### src/rtl/sysst_pkg.sv
package sysst_pkg;

    localparam int INSTR_W = 16;
    localparam int RIDX_W  = 4;
    localparam int BANK_W  = 3;
    localparam int IMM_W   = 8;

    typedef enum logic [2:0] {
        K_NONE,
        K_STS_REG,
        K_STS_MEM,
        K_STC_MEM,
        K_TRAP
    } kind_e;

    typedef enum logic [2:0] {
        S_MACH,
        S_MACL,
        S_PR,
        S_SSR,
        S_SPC,
        S_BANK
    } src_e;

    typedef struct packed {
        kind_e              kind;
        src_e               src;
        logic               priv;
        logic [RIDX_W-1:0]  rn;
        logic [BANK_W-1:0]  bank;
        logic [IMM_W-1:0]   imm;
    } dec_t;

    function automatic logic needs_mem(kind_e k);
        return (k == K_STS_MEM) || (k == K_STC_MEM);
    endfunction

    function automatic src_e special_src(logic [1:0] ss);
        case (ss)
            2'b00:   return S_MACH;
            2'b01:   return S_MACL;
            default: return S_PR;
        endcase
    endfunction

endpackage

### src/rtl/sysst_decode.sv
module sysst_decode
    import sysst_pkg::*;
(
    input  logic [INSTR_W-1:0] instr,
    output dec_t               dec
);

    logic [3:0] hi_nib;
    logic [3:0] mid_nib;
    logic [3:0] lo_nib;

    assign hi_nib  = instr[15:12];
    assign mid_nib = instr[7:4];
    assign lo_nib  = instr[3:0];

    always_comb begin
        dec      = '0;
        dec.kind = K_NONE;
        dec.src  = S_MACH;
        dec.rn   = instr[11:8];
        dec.bank = instr[6:4];
        dec.imm  = instr[7:0];
        if (instr[15:8] == 8'hC3) begin
            dec.kind = K_TRAP;
        end else if (hi_nib == 4'h0 && lo_nib == 4'hA &&
                     mid_nib[3:2] == 2'b00 && mid_nib[1:0] != 2'b11) begin
            dec.kind = K_STS_REG;
            dec.src  = special_src(mid_nib[1:0]);
        end else if (hi_nib == 4'h4 && lo_nib == 4'h2 &&
                     mid_nib[3:2] == 2'b00 && mid_nib[1:0] != 2'b11) begin
            dec.kind = K_STS_MEM;
            dec.src  = special_src(mid_nib[1:0]);
        end else if (hi_nib == 4'h4 && lo_nib == 4'h3) begin
            dec.priv = 1'b1;
            if (mid_nib[3]) begin
                dec.kind = K_STC_MEM;
                dec.src  = S_BANK;
            end else if (mid_nib == 4'h3) begin
                dec.kind = K_STC_MEM;
                dec.src  = S_SSR;
            end else if (mid_nib == 4'h4) begin
                dec.kind = K_STC_MEM;
                dec.src  = S_SPC;
            end else begin
                dec.priv = 1'b0;
            end
        end
    end

endmodule

### src/rtl/sysst_seq.sv
module sysst_seq
    import sysst_pkg::*;
#(
    parameter int DW       = 32,
    parameter int SPEC_CYC = 1,
    parameter int CTRL_CYC = 2,
    parameter int TRAP_CYC = 8
) (
    input  logic              clk,
    input  logic              rst,
    input  logic              issue,
    input  logic              user_mode,
    input  dec_t              dec,
    input  logic [DW-1:0]     rf_rdata,
    input  logic [DW-1:0]     mach_in,
    input  logic [DW-1:0]     macl_in,
    input  logic [DW-1:0]     pr_in,
    input  logic [DW-1:0]     ssr_in,
    input  logic [DW-1:0]     spc_in,
    input  logic [DW-1:0]     bank_rdata,
    input  logic [DW-1:0]     pc_in,
    input  logic [DW-1:0]     sr_in,
    input  logic              mem_ready,
    output logic              busy,
    output logic              done,
    output logic              illegal,
    output logic              unhandled,
    output logic              rf_we,
    output logic [RIDX_W-1:0] rf_waddr,
    output logic [DW-1:0]     rf_wdata,
    output logic              ssr_we,
    output logic [DW-1:0]     ssr_wdata,
    output logic              spc_we,
    output logic [DW-1:0]     spc_wdata,
    output logic [DW-1:0]     tra,
    output logic              trap_taken,
    output logic              mem_valid,
    output logic [DW-1:0]     mem_addr,
    output logic [DW-1:0]     mem_wdata
);

    localparam int MAXC = (TRAP_CYC > CTRL_CYC) ? TRAP_CYC : CTRL_CYC;
    localparam int CW   = $clog2(MAXC + 1);
    localparam logic [DW-1:0] STEP = DW'(4);

    typedef enum logic {ST_IDLE, ST_EXEC} state_e;

    state_e             state;
    logic [CW-1:0]      cnt;
    logic [CW-1:0]      last_cnt;
    kind_e              op;
    logic [RIDX_W-1:0]  rn_q;
    logic [DW-1:0]      val_q;
    logic [DW-1:0]      addr_q;
    logic [DW-1:0]      pc_q;
    logic [DW-1:0]      sr_q;
    logic [IMM_W-1:0]   imm_q;

    logic [DW-1:0]      src_val;
    logic [CW-1:0]      lat_m1;
    logic               accept;
    logic               refuse;
    logic               go;
    logic               at_last;
    logic               op_mem;
    logic               finish;

    always_comb begin
        case (dec.src)
            S_MACH:  src_val = mach_in;
            S_MACL:  src_val = macl_in;
            S_PR:    src_val = pr_in;
            S_SSR:   src_val = ssr_in;
            S_SPC:   src_val = spc_in;
            default: src_val = bank_rdata;
        endcase
        case (dec.kind)
            K_STC_MEM: lat_m1 = CW'(CTRL_CYC - 1);
            K_TRAP:    lat_m1 = CW'(TRAP_CYC - 1);
            default:   lat_m1 = CW'(SPEC_CYC - 1);
        endcase
    end

    assign accept  = issue && (state == ST_IDLE);
    assign refuse  = dec.priv && user_mode;
    assign go      = accept && (dec.kind != K_NONE) && !refuse;
    assign at_last = (state == ST_EXEC) && (cnt == last_cnt);
    assign op_mem  = needs_mem(op);
    assign finish  = at_last && (!op_mem || mem_ready);

    always_ff @(posedge clk) begin
        if (rst) begin
            state      <= ST_IDLE;
            cnt        <= '0;
            last_cnt   <= '0;
            op         <= K_NONE;
            rn_q       <= '0;
            val_q      <= '0;
            addr_q     <= '0;
            pc_q       <= '0;
            sr_q       <= '0;
            imm_q      <= '0;
            tra        <= '0;
            trap_taken <= 1'b0;
            illegal    <= 1'b0;
            unhandled  <= 1'b0;
        end else begin
            illegal    <= accept && (dec.kind != K_NONE) && refuse;
            unhandled  <= accept && (dec.kind == K_NONE);
            trap_taken <= finish && (op == K_TRAP);
            if (go) begin
                state    <= ST_EXEC;
                cnt      <= '0;
                last_cnt <= lat_m1;
                op       <= dec.kind;
                rn_q     <= dec.rn;
                val_q    <= src_val;
                addr_q   <= rf_rdata - STEP;
                pc_q     <= pc_in;
                sr_q     <= sr_in;
                imm_q    <= dec.imm;
            end else if (finish) begin
                state <= ST_IDLE;
                if (op == K_TRAP) begin
                    tra <= DW'(imm_q);
                end
            end else if (state == ST_EXEC && !at_last) begin
                cnt <= cnt + 1'b1;
            end
        end
    end

    assign busy      = (state == ST_EXEC);
    assign done      = finish;
    assign mem_valid = at_last && op_mem;
    assign mem_addr  = addr_q;
    assign mem_wdata = val_q;
    assign rf_we     = finish && ((op == K_STS_REG) || op_mem);
    assign rf_waddr  = rn_q;
    assign rf_wdata  = (op == K_STS_REG) ? val_q : addr_q;
    assign spc_we    = finish && (op == K_TRAP);
    assign spc_wdata = pc_q;
    assign ssr_we    = finish && (op == K_TRAP);
    assign ssr_wdata = sr_q;

    AST_MEM_HOLD: assert property (@(posedge clk) disable iff (rst)
        (mem_valid && !mem_ready) |=> (mem_valid && $stable(mem_addr) && $stable(mem_wdata)));

    AST_STORE_WRITEBACK: assert property (@(posedge clk) disable iff (rst)
        (mem_valid && mem_ready) |-> (rf_we && done && rf_wdata == mem_addr));

    AST_TRAP_ONE_CYCLE: assert property (@(posedge clk) disable iff (rst)
        trap_taken |=> !trap_taken);

    AST_TRAP_FOLLOWS_DONE: assert property (@(posedge clk) disable iff (rst)
        trap_taken |-> $past(spc_we && ssr_we));

    AST_OUTCOME_EXCL: assert property (@(posedge clk) disable iff (rst)
        $onehot0({done, illegal, unhandled}));

    AST_IDLE_QUIET: assert property (@(posedge clk) disable iff (rst)
        !busy |-> (!rf_we && !mem_valid && !spc_we && !ssr_we));

    AST_BUSY_IGNORES: assert property (@(posedge clk) disable iff (rst)
        (busy && !done) |=> busy);

endmodule

### src/rtl/sysst_unit.sv
module sysst_unit
    import sysst_pkg::*;
#(
    parameter int DW       = 32,
    parameter int SPEC_CYC = 1,
    parameter int CTRL_CYC = 2,
    parameter int TRAP_CYC = 8
) (
    input  logic               clk,
    input  logic               rst,
    input  logic               issue,
    input  logic [INSTR_W-1:0] instr,
    input  logic               user_mode,
    output logic               busy,
    output logic               done,
    output logic               illegal,
    output logic               unhandled,
    output logic [RIDX_W-1:0]  rf_raddr,
    input  logic [DW-1:0]      rf_rdata,
    output logic               rf_we,
    output logic [RIDX_W-1:0]  rf_waddr,
    output logic [DW-1:0]      rf_wdata,
    input  logic [DW-1:0]      mach_in,
    input  logic [DW-1:0]      macl_in,
    input  logic [DW-1:0]      pr_in,
    input  logic [DW-1:0]      ssr_in,
    input  logic [DW-1:0]      spc_in,
    output logic [BANK_W-1:0]  bank_sel,
    input  logic [DW-1:0]      bank_rdata,
    input  logic [DW-1:0]      pc_in,
    input  logic [DW-1:0]      sr_in,
    output logic               ssr_we,
    output logic [DW-1:0]      ssr_wdata,
    output logic               spc_we,
    output logic [DW-1:0]      spc_wdata,
    output logic [DW-1:0]      tra,
    output logic               trap_taken,
    output logic               mem_valid,
    input  logic               mem_ready,
    output logic [DW-1:0]      mem_addr,
    output logic [DW-1:0]      mem_wdata
);

    dec_t dec;

    sysst_decode u_dec (
        .instr (instr),
        .dec   (dec)
    );

    assign rf_raddr = dec.rn;
    assign bank_sel = dec.bank;

    sysst_seq #(
        .DW       (DW),
        .SPEC_CYC (SPEC_CYC),
        .CTRL_CYC (CTRL_CYC),
        .TRAP_CYC (TRAP_CYC)
    ) u_seq (
        .clk        (clk),
        .rst        (rst),
        .issue      (issue),
        .user_mode  (user_mode),
        .dec        (dec),
        .rf_rdata   (rf_rdata),
        .mach_in    (mach_in),
        .macl_in    (macl_in),
        .pr_in      (pr_in),
        .ssr_in     (ssr_in),
        .spc_in     (spc_in),
        .bank_rdata (bank_rdata),
        .pc_in      (pc_in),
        .sr_in      (sr_in),
        .mem_ready  (mem_ready),
        .busy       (busy),
        .done       (done),
        .illegal    (illegal),
        .unhandled  (unhandled),
        .rf_we      (rf_we),
        .rf_waddr   (rf_waddr),
        .rf_wdata   (rf_wdata),
        .ssr_we     (ssr_we),
        .ssr_wdata  (ssr_wdata),
        .spc_we     (spc_we),
        .spc_wdata  (spc_wdata),
        .tra        (tra),
        .trap_taken (trap_taken),
        .mem_valid  (mem_valid),
        .mem_addr   (mem_addr),
        .mem_wdata  (mem_wdata)
    );

endmodule

### config.mk
export PLATFORM = sky130hd
export DESIGN_NAME = sysst_unit
export DESIGN_NICKNAME = d
export VERILOG_FILES = /design/src/rtl/sysst_pkg.sv /design/src/rtl/sysst_decode.sv /design/src/rtl/sysst_seq.sv /design/src/rtl/sysst_unit.sv
export SDC_FILE = /design/constraint.sdc
export NUM_CORES = 1
export LEC_CHECK = 0
export BUFFER_PORTS_ARGS = -buffer_cell sky130_fd_sc_hd__buf_4
export CORE_AREA = 2 2 202 204
export DETAILED_ROUTE_END_ITERATION = 8
export DIE_AREA = 0 0 204 206
export PLACE_DENSITY_LB_ADDON = 0.05
export SLEW_MARGIN = 20
export SYNTH_ARGS = -nofsm -noshare
export SYNTH_HDL_FRONTEND = slang
export SYNTH_SLANG_ARGS = --single-unit
### constraint.sdc
create_clock -name clk -period 2.2 [get_ports clk]
set_clock_uncertainty 0.2 [all_clocks]
set_input_delay 0.33 -clock clk [delete_from_list [all_inputs] [get_ports clk]]
set_output_delay 0.33 -clock clk [all_outputs]
set_load 0.1 [all_outputs]
Word level (Yosys, flattened, before mapping)

Cells that the tools add are included.

Input bits: 309
Register bits: 163

Add/sub/neg operators: 2
Multiplexer cells: 19
Bitwise logic cells: 3
Equal/unequal tests: 20
Reductions and logical operators: 35

Operators with widths:

| kind                    | number |
|---|---|
| $pmux W32 S5            | 1 |
| $mux W32                | 1 |
| $sub A32 B3 Y32 const B | 1 |
| $mux W6                 | 4 |
| $logic_and A1 B1 Y1     | 19 |
| $eq A3 B2 Y1 const B    | 5 |
| $eq A4 B2 Y1 const B    | 3 |
| $eq A3 B3 Y1 const B    | 3 |
| $eq A4 B3 Y1 const B    | 2 |
| $eq A8 B8 Y1 const B    | 1 |
| $mux W1                 | 7 |
| $mux W7                 | 1 |
| $eq A3 B1 Y1 const B    | 2 |
| $logic_not A3 Y1        | 2 |
| $pmux W3 S2             | 1 |
| $mux W5                 | 1 |
| $add A4 B1 Y4 const B   | 1 |
| $eq A4 B4 Y1            | 1 |
| $eq A4 B4 Y1 const B    | 1 |
| $logic_not A2 Y1        | 2 |
| $logic_not A4 Y1        | 1 |
| $mux W4                 | 1 |
| $pmux W2 S2             | 1 |
| $logic_not A1 Y1        | 3 |
| 10 further kinds        | 14 |

Logic depth before layout (Yosys ltp)

Gate-level depths: netlist of run 1.

Depth after elaboration: 13
Gate-level depth with buffers: 10
Mapped depth without buffers: 7

Cells and area by module

Synthesis of run 1 repeated with hierarchy kept, for this count alone.

Cell total of the unflattened synthesis: 923
Area, all modules: 8,363.0 µm²

By module, submodules not included:

| module       | instances | area an instance (µm²) | cells an instance | sequential area each (µm²) |
|---|---|---|---|---|
| sysst_seq    | 1         | 8,054.0                | 880               | 3,223.1 |
| sysst_decode | 1         | 309.0                  | 43                | 0.0 |

Worst setup path before layout of run 1

OpenSTA, ideal clock, no wires.

Path type: register -> output
Start: register u_seq.state (netlist: u_seq.busy)
End: output rf_we
Arrival: 3.838 ns
Buffers on the path: 0
Setup slack: -2.168 ns
Stages on the path, launching flop included: 5
Cells stage by stage: dfxtp_1 -> inv_1 -> a2111oi_0 -> o21ai_0 -> nor3_1

Cells in the longest elaborated chain, start to end: 3

RTL lines:

| element                  | RTL line         | text |
|---|---|---|
| start: declaration       | sysst_seq.sv:48  | `state_e state;` |
| start signal: assignment | sysst_seq.sv:93  | `state <= ST_IDLE;` |
| start signal: assignment | sysst_seq.sv:112 | `state <= ST_EXEC;` |
| start signal: assignment | sysst_seq.sv:123 | `state <= ST_IDLE;` |
| $logic_and A1 B1 Y1      | sysst_seq.sv:87  | `assign at_last = (state == ST_EXEC) && (cnt == last_cnt);` |
| $logic_and A1 B1 Y1      | sysst_seq.sv:89  | `assign finish = at_last && (!op_mem \|\| mem_ready);` |
| $logic_and A1 B1 Y1      | sysst_seq.sv:138 | `assign rf_we = finish && ((op == K_STS_REG) \|\| op_mem);` |
| end: declaration         | sysst_unit.sv:20 | `output logic rf_we,` |

No other way between the ends.

Worst setup path after layout of run 1

Start: register u_seq.cnt[1]
End: output spc_we

Cells in the longest elaborated chain, start to end: 4

RTL lines:

| element                  | RTL line         | text |
|---|---|---|
| start: declaration       | sysst_seq.sv:49  | `logic [CW-1:0] cnt;` |
| start signal: assignment | sysst_seq.sv:128 | `cnt <= cnt + 1'b1;` |
| $eq A4 B4 Y1             | sysst_seq.sv:87  |  |
| $logic_and A1 B1 Y1      | sysst_seq.sv:87  |  |
| $logic_and A1 B1 Y1      | sysst_seq.sv:89  |  |
| $logic_and A1 B1 Y1      | sysst_seq.sv:141 | `assign spc_we = finish && (op == K_TRAP);` |
| end: declaration         | sysst_unit.sv:34 | `output logic spc_we,` |

No other way between the ends.

==> results of run 1 <==
==> metrics by stage <==
step | utilization (%) | instance area, sq um | power (mW)
after floorplan | - | 9200 | 3.63
after global placement | 34.4 | 13800 | 4.29
after detailed placement | 34.4 | 13800 | 4.29
after CTS | 39.6 | 15900 | 7.58
after global routing | 40.0 | 16100 | 7.77
final | 40.0 | 16100 | 7.47
==> layout make-up <==
class	count	area (sq um)
Multi-Input combinational cell	742	5330
Clock inverter	12	133
Timing Repair Buffer	692	6250
Antenna cell	2	5.00
Tap cell	532	666
Inverter	6	28.8
Fill cell	4121	24100
Clock buffer	20	467
Sequential cell	160	3210
==> cells in the final DEF, fill, tap and decap left out, types with 23 or more instances in the layout <==
| cell | n |
|---|---|
| a21oi_1 | 112 |
| mux2_4 | 32 |
| xnor2_1 | 24 |
| nor2_1 | 23 |
| a32o_1 | 32 |
| nand3_2 | 38 |
| conb_1 | 24 |
| o211ai_1 | 32 |
| a211oi_1 | 32 |
| buf_4 | 542 |
| a221o_1 | 32 |
| dfxtp_1 | 156 |
| a32oi_1 | 32 |
| buf_12 | 65 |
| nand3_1 | 79 |
| dlygate4sd3_1 | 79 |
| or2_2 | 32 |
| o21ai_0 | 102 |
==> final timing paths <==
kind                                    startpoint                               end  depth (start not counted)
setup / recovery         u_seq.cnt[1]$_SDFFE_PP0P_                            spc_we                          6
hold / removal                       bank_rdata[6]   u_seq.mem_wdata[6]$_SDFFE_PP0P_                          3
setup reg to reg         u_seq.cnt[1]$_SDFFE_PP0P_         u_seq.tra[6]$_SDFFE_PP0P_                          7
hold reg to reg   u_seq.spc_wdata[19]$_SDFFE_PP0P_  u_seq.spc_wdata[19]$_SDFFE_PP0P_                          2
==> cell families after synthesis <==
logic type	count (synthesis)	share of synthesized area, %
AO/OA/AOI/OAI	395	30.1
XOR/XNOR	33	3.32
adder cells (fa/ha/maj)	2	0.287
buffers and inverters	147	8.84
flip-flops	160	36.8
multiplexers	41	5.17
other	1	0.0430
AND/OR/NAND/NOR	246	15.5
==> per-layer routing <==
metal	vias up	part of all wire (%)
li1	5039	-
met2	369	50
met5	-	0.025
met3	33	5.6
met1	5183	43
met4	2	1.5
==> worst reg2reg max path, stage by stage, from the launching register on <==
cell	delay [ps]
dfxtp_2	340
or3_4	380
a2111oi_4	370
nand3_1	150
buf_6	160
buf_4	190
mux2i_1	160
nor2_1	50
==> what timing repair did <==
item / 4_1_cts / 5_1_grt
gates resized for setup: 133 / 47
hold buffers: 79 / 0
buffers inserted: 7 / 2
pin swaps: 4 / 4
setup endpoints to repair: 60 / 59
cloned: 5 / 0
hold endpoints to repair: 79 / 0
==> sequential cells by signal, summed over array words and instances (netlist names) <==
signal            flops
u_seq.busy            1
u_seq.mem_wdata      32
u_seq.illegal         1
u_seq.rf_waddr        4
u_seq.unhandled       1
u_seq.imm_q           8
u_seq.op              2
u_seq.trap_taken      1
u_seq.last_cnt        2
u_seq.tra             8
u_seq.ssr_wdata      32
u_seq.cnt             4
u_seq.spc_wdata      32
u_seq.mem_addr       32
==> power by group <==
group	switching (mW)	internal (mW)	leakage, nW
sequential	0.00903	2.90	1.29
clock	1.33	1.77	0.294
combinational	0.787	0.665	4.81
total	2.13	5.34	6.39
==> impl_metrics.ini, run 1 <==
[pwr]
leakage_nw = 6.39
ir_drop_mv = 0.346
cellPowerDensity_nw_per_um2 = 464

[placed_design]
gp_congestion = 0.891
place_ws_ps = -499
port_buffers = 496
dpl.hpwl_mm = 35.8
placedCellCount = 2042

[global_routing]
antenna_found_initial = 3
grtUsageMet2_pct = 39.0
grt.busiest_layer = met2
grt_max_degree = 67
grt_use_met3_pct = 4.43
grt_use_total_pct = 22.1
grt_pass1_wl_mm = 69.8
gr-usage-met1_pct = 27.7
grt_pass1_vias = 10700
gr-total-overflow = 0

[cells_and_area]
layout.nets = 1930
layout-drive-gt1-share_pct = 48.0
area_growth_pct = 84.7
stdcell_count = 2166

[cts]
clock_path_buffers = 2
cts.sinks = 160
clockRootBuffer = clkbuf_16
cts_tree = yes
cts.reportedPaths.clkPinSlew_ps = 70
numCtsBuffers = 17
clkLatencyLatePin_ps = 440
htreeDepth = 4

[synthesis]
syn-cell-area_sq_um = 8710
async_reset_ff_share_pct = 0
synth_area_leaders = dfxtp_1 (37%), nand3_1 (6.7%), o21ai_0 (6.5%)
syn_avg_cell_area_sq_um = 8.50
yosysTopAreaCellShare_pct = 36.8
synth.most_common_cell = dfxtp_1
yosys_register_bits = 160
ys.flop_type = dfxtp_1
synth_edf_count = 0
yosysTopAreaCell = dfxtp_1
synth_seq_area_share_pct = 36.8
syn_inst = 1025
synth_common_cells = dfxtp_1 (160), nand3_1 (117), o21ai_0 (113)
yosysWarningCount = 0
yosysUniqueCellTypes = 53

[detailed_routing]
vias_per_cell = 4.91
first_pass_iters = 5
ant_nets = 0
vias = 10600
wirelength_mm = 48.1
post_drt_wl_per_cell_um = 22.2
first_iter_violations = 537
post-route-drc-count = 0

[die]
dieArea_sq_um = 42000
core_area_sq_um = 40200
initial_utilization_pct = 21.7
rows = 74
fp.dieH_um = 206
io-pin-count = 521
die_x_um = 204

[sta]
timing.hold.ws_ps = 30.6
fmax_ghz = 0.377
drv_slew = 0
finalSetupViolCount = 37
relSlewSlack_pct = 49.4
post-route-period-util_pct = 120
finalSetupTns_ps = -11070
hold_viol = 0
worst_slew_pin_slew_ps = 760
fin_ws_ps = -451
rsz0062_at_grt = true
fin_crit_ps = 2650

[run_status]
status = finished with violations
violations = setup timing

[job]
max_cap_viol_count = 0

[worst_setup_path]
cp-end-kind = output pin
worstPathArrival_ps = 2120
cpPeakStageDelay_ps = 380
crit_path_cell_trace = or3_4 -> a2111oi_4 -> nand3_1 -> buf_6 -> clkinvlp_4 -> buf_12
path_max_fanout = 3
cp_slowest_cell = or3_4
cp_num_buf_inv = 3
required_ps = 1670
cpLargestDelayFamily = simple AND/OR/NAND/NOR gates
startpoint_type = flip-flop
rrSetupSlack_ps = 70
crit_type = reg2out

[min_path]
hold_class = in2reg
(Power assumes the default switching activity.)
==> run 2, diff against run 1 <==
ABC_AREA = 1   (was default)
CORE_AREA = 2 2 201 203   (was 2 2 202 204)
DIE_AREA = 0 0 203 205   (was 0 0 204 206)
SYNTH_HIERARCHICAL = 1   (was default)
==> run 2 against run 1 <==
The run still ends with setup timing left. First-iteration DRC count is 16% higher. Non-clock buffer count is 8 higher. Register-to-register slack better by 420 ps. Area after synthesis is 0.99% lower. Global-route usage is 1.5 points lower. Sequential share of layout area is 0.17 points lower. Cell area is 3.5% higher. Sequential power hardly changed. Core utilization is 2.3 points higher. Synthesized cell count is 24% higher. Routed wire length is 2.0% lower. Combinational power is 9.7% lower.
==> impl_metrics.ini, run 2 <==
[cts]
htreeDepth = 4
numCtsBuffers = 17
cts.sinks = 161
cts_tree = yes
clock_path_buffers = 2
clkLatencyLatePin_ps = 440
cts.reportedPaths.clkPinSlew_ps = 80
clockRootBuffer = clkbuf_16

[worst_setup_path]
cp-startpoint = u_seq/op[1]$_SDFFE_PP0P_
startpoint_type = flip-flop
cp_num_buf_inv = 4
cp-end-kind = output pin
rrSetupSlack_ps = 490
crit_type = reg2out
worstPathArrival_ps = 1830
required_ps = 1670
crit_path_cell_trace = inv_2 -> nand3_4 -> buf_4 -> buf_12 -> mux2_2 -> buf_6
cpPeakStageDelay_ps = 340
cp_slowest_cell = dfxtp_2
r2r_start = u_seq/cnt[2]$_SDFFE_PP0P_
path_max_fanout = 11
cpLargestDelayFamily = buffers and inverters

[sta]
fin_crit_ps = 2360
fin_ws_ps = -158
finalSetupViolCount = 37
post-route-period-util_pct = 107
finalSetupTns_ps = -3030
hold_viol = 0
fmax_ghz = 0.424
drv_slew = 0
rsz0062_at_grt = true

[global_routing]
antenna_found_initial = 1
grt_use_total_pct = 20.7
grt_pass1_vias = 11000
grt_pass1_wl_mm = 64.9
grt_max_degree = 44
gr-total-overflow = 0

[synthesis]
syn_avg_cell_area_sq_um = 6.80
yosysWarningCount = 6
syn_inst = 1269
yosysTopAreaCell = dfxtp_1
synth_common_cells = nand2_1 (264), nand3_1 (169), dfxtp_1 (161)
ys.flop_type = dfxtp_1
yosysTopAreaCellShare_pct = 37.4
synth_edf_count = 0
yosysUniqueCellTypes = 37
syn-cell-area_sq_um = 8630
synth.most_common_cell = nand2_1
async_reset_ff_share_pct = 0
synth_area_leaders = dfxtp_1 (37%), nand2_1 (11%), nand3_1 (9.8%)
synth_seq_area_share_pct = 37.4
yosys_register_bits = 161

[cells_and_area]
layout-drive-gt1-share_pct = 45.9
stdcell_count = 2444
fillers = 4081
area_growth_pct = 93.0
layout.nets = 2217
multi_input_area_sq_um = 5020
seq_area_sq_um = 3290
postLayoutCoreUtil_pct = 42.3
final_common_cell = buf_4
layout_common_cells = buf_4 (521), nand2_1 (248), inv_1 (148)
num_antenna_cells = 0

[placed_design]
place_ws_ps = -608
gp_congestion = 0.942
dpl.hpwl_mm = 34.8
placedCellCount = 2286
port_buffers = 496

[detailed_routing]
wirelength_mm = 47.1
post-route-drc-count = 0
ant_nets = 0
post_drt_wl_per_cell_um = 19.3
first_pass_iters = 7
vias_per_cell = 4.46
first_iter_violations = 621
vias = 10900

[die]
initial_utilization_pct = 21.9
core_area_sq_um = 39400
io-pin-count = 521
rows = 73
fp.dieH_um = 205
die_x_um = 203
dieArea_sq_um = 41600

[pwr]
leakage_nw = 8.11
ir_drop_mv = 0.464
cellPowerDensity_nw_per_um2 = 444

[min_path]
hold_class = in2reg
hold_start = mach_in[29]

[run_status]
status = finished with violations
violations = setup timing

[job]
max_cap_viol_count = 0
run 2: cell count changes in the layout (fill, tap and decap cells not counted), moves of 33 or more:
cell     change
nand2_1    +238
nand3_1     +65
a22o_1      +76
o21ai_0     -70
dfxtp_1     -48
o21ai_2     +33
nor2_1      +89
dfxtp_2     +48
a21oi_1    -105
inv_1      +144
run 2: path summary, 6_finish.rpt:
kind                                      endpoint  depth (start not counted)
hold reg to reg   u_seq/mem_wdata[30]$_SDFFE_PP0P_                          2
setup reg to reg         u_seq/cnt[1]$_SDFFE_PP0P_                          8
setup / recovery                       rf_wdata[9]                          6
hold / removal    u_seq/mem_wdata[29]$_SDFFE_PP0P_                          5
run 2: tightest hold or removal path, stage by stage:
cell and delay (ps):
buf_4 80, nand2_1 60, nand3_2 60, nand3_1 50, nand2_1 50
run 2: timing repair:
action                                  CTS  global route
pin swaps                                 7            47
buffers inserted                         10            19
endpoints found under the setup margin   68           145
gates cloned                              1            14
gates resized for setup                 120           186
hold buffers                             83             0
endpoints found under the hold margin    84             0
run 2: per-layer routing:
metal,track usage [%],vias up,part of all wire (%)
li1,-,5339,-
met1,24.6,5143,42
met2,36.1,379,48
met3,5.85,47,7.6
met4,6.02,2,2.1
met5,0,-,0.028
run 2: cell families (layout without fill, tap and decap cells):
| kind of cell | after synthesis | in the layout | synth area share [%] |
|---|---|---|---|
| muxes | 10 | 10 | 1.31 |
| buffers and inverters | 271 | 898 | 14.4 |
| AOI/OAI and AO/OA | 211 | 211 | 15.9 |
| and+or+nand+nor | 608 | 608 | 30.2 |
| xor gates and xnor gates | 5 | 5 | 0.508 |
| DFF | 161 | 161 | 37.4 |
| adders and majority gates | 2 | 2 | 0.290 |
| other | 1 | 24 | 0.0435 |
run 2: stage by stage:
step	cell area [sq um]	power, mW	hold WS [ps]
6_report	16700	7.40	2.43
5_1_grt	16700	7.73	13.8
4_1_cts	15700	7.46	0.285
3_5_place_dp	13700	4.12	252
3_3_place_gp	13700	4.12	251
2_1_floorplan	9080	3.56	202
run 2: area by class of cell:
cell class / instances / share of cell area (%)
clock inverter: 15 / 1.10
timing repair buffer: 700 / 38.6
clock buffer: 17 / 2.55
tap: 525 / 3.94
inverter: 166 / 3.84
sequential: 161 / 19.8
multi-input combinational: 860 / 30.2
run 2: power by group:
group | leakage [nW] | switching (mW) | internal (mW) | total [mW]
combinational | 6.48 | 0.707 | 0.603 | 1.31
sequential | 1.32 | 0.00741 | 2.92 | 2.93
clock | 0.301 | 1.52 | 1.64 | 3.16
total | 8.11 | 2.24 | 5.16 | 7.40
==> run 3, diff against run 2 <==
BUFFER_PORTS_ARGS = default   (was -buffer_cell sky130_fd_sc_hd__buf_4)
DONT_BUFFER_PORTS = 1   (was default)
==> run 3 against run 2 <==
Combinational power down 36%. Sequential power about the same. Critical path depth unchanged. Worst setup slack better by 58 ps. Register-to-register slack about the same. Highest routed layer is now met4. Clock-buffer cell count up 3. Sequential share of layout area up 3.4 points. The flow finishes with violations (hold timing, setup timing). Routed wire length down 11%. Hold slack worse by 8.2 ps. Maximum frequency up 2.5%. Power down 8.1%. Critical endpoint is now rf_wdata[21].
==> impl_metrics.ini, run 3 (synthesized netlist as in run 2, its figures left out) <==
[run_status]
violations = hold timing, setup timing
status = finished with violations

[die]
die_x_um = 203
dieArea_sq_um = 41600
fp.dieH_um = 205
initial_utilization_pct = 21.9
rows = 73
core_area_sq_um = 39400
io-pin-count = 521

[pwr]
internal_power_mw = 4.88
power_frac_seq_pct = 43.0
cellPowerDensity_nw_per_um2 = 479
leakage_nw = 6.47
switching_share_pct = 28.3
power_switching_mw = 1.93
ir_drop_mv = 0.467
clockPowerShare_pct = 44.7
pwr-share-comb_pct = 12.2

[sta]
fin_ws_ps = -99.5
timing.hold.ws_ps = -5.74
fmax_ghz = 0.435
finalSetupTns_ps = -2500
drv_slew = 0
hold_viol = 2
post-route-period-util_pct = 105
finalSetupViolCount = 35
rsz0062_at_grt = true
fin_crit_ps = 2300

[min_path]
hold_class = in2reg

[cells_and_area]
layout.nets = 1935
num_antenna_cells = 0
layout-drive-gt1-share_pct = 26.4
area_growth_pct = 64.5
layout_common_cells = nand2_1 (263), buf_4 (187), nand3_1 (167)
final_common_cell = nand2_1

[detailed_routing]
first_pass_iters = 5
vias = 9708
wirelength_mm = 41.8
vias_per_cell = 4.49
ant_nets = 0
post-route-drc-count = 0
first_iter_violations = 509
post_drt_wl_per_cell_um = 19.3

[worst_setup_path]
startpoint_type = flip-flop
required_ps = 1670
path_max_fanout = 7
worstPathArrival_ps = 1770
cp-end-kind = output pin
crit_type = reg2out

[global_routing]
grt_pass1_wl_mm = 60.6
antenna_found_initial = 0
gr-total-overflow = 0
grt_max_degree = 44
grt_use_total_pct = 19.4
grt_pass1_vias = 9750

[cts]
clockRootBuffer = clkbuf_16
cts.sinks = 161
clock_path_buffers = 2
cts.reportedPaths.clkPinSlew_ps = 60
numCtsBuffers = 17
clkLatencyLatePin_ps = 440
htreeDepth = 4
cts_tree = yes

[job]
max_cap_viol_count = 0

[placed_design]
place_ws_ps = -243
gp_congestion = 0.887
port_buffers = 0
dpl.hpwl_mm = 31.5
## run 3: changes by cell type in the layout (fill, tap and decap cells not counted), sizes merged
cell | previous run | this run
clkbuf | 27 | 21
clkinv | 5 | 4
inv | 172 | 169
buf | 607 | 259
clkinvlp | 3 | 4
dlygate4sd3 | 83 | 158
## run 3: worst paths after layout
check / endpoint / start / cells after the start / slack [ps]
hold reg to reg: u_seq/rf_waddr[3]$_SDFFE_PP0P_ / u_seq/rf_waddr[3]$_SDFFE_PP0P_ / 1 / 280
hold / removal: u_seq/mem_addr[23]$_SDFFE_PP0P_ / rf_rdata[23] / 4 / -6
setup reg to reg: u_seq/cnt[1]$_SDFFE_PP0P_ / u_seq/cnt[2]$_SDFFE_PP0P_ / 8 / 490
setup / recovery: rf_wdata[21] / u_seq/op[1]$_SDFFE_PP0P_ / 6 / -100
## run 3: layout make-up
cell class              instances  area [sq um]
clock buffers                  20           457
inverters                     166           629
repair buffers                418          4390
well taps                     525           657
fillers                      4209         25200
clock inverters                12           121
multi-input cells             860          4640
flip-flops and latches        161          3290
## run 3: layer usage
metal | share of wire (%) | routed length, um | track usage, % | up-vias
met4 | 0.97 | 405 | 3.62 | 0
met5 | 0 | 0 | 0 | -
li1 | - | - | - | 4770
met1 | 42 | 17700 | 23.5 | 4541
met2 | 48 | 19900 | 32.9 | 371
met3 | 9.0 | 3740 | 7.32 | 26
## run 3: timing repair
item,CTS,global route
setup endpoints to repair,37,41
hold endpoints to repair,134,0
buffers inserted,13,2
resized for setup,40,14
cloned,2,1
pin swaps,16,11
hold buffers,158,0
## run 3: power by group through the flow
stage	registers [mW]	logic, mW	clock network [mW]
floorplan	3.06	0.498	0
global placement	2.99	0.585	0
detailed placement	2.99	0.584	0
CTS	2.93	0.835	3.18
global route	2.93	0.885	3.30
finish	2.93	0.833	3.04
## run 3: critical path, cell delays in order (launching register included)
cell and delay (ps):
dfxtp_2 320, inv_2 80, nand3_4 200, buf_12 230, buf_12 140, a21oi_4 160, buf_12 190
## run 3: stage by stage
| step | area [sq um] | total power, mW | util (%) | instances |
|---|---|---|---|---|
| after floorplan | 9080 | 3.56 | - | 1292 |
| after global placement | 11700 | 3.58 | 29.7 | 1955 |
| after detailed placement | 11700 | 3.58 | 29.7 | 1955 |
| after CTS | 14100 | 6.94 | 35.9 | 2160 |
| after global routing | 14200 | 7.11 | 36.1 | 2162 |
| final | 14200 | 6.80 | 36.1 | 2162 |
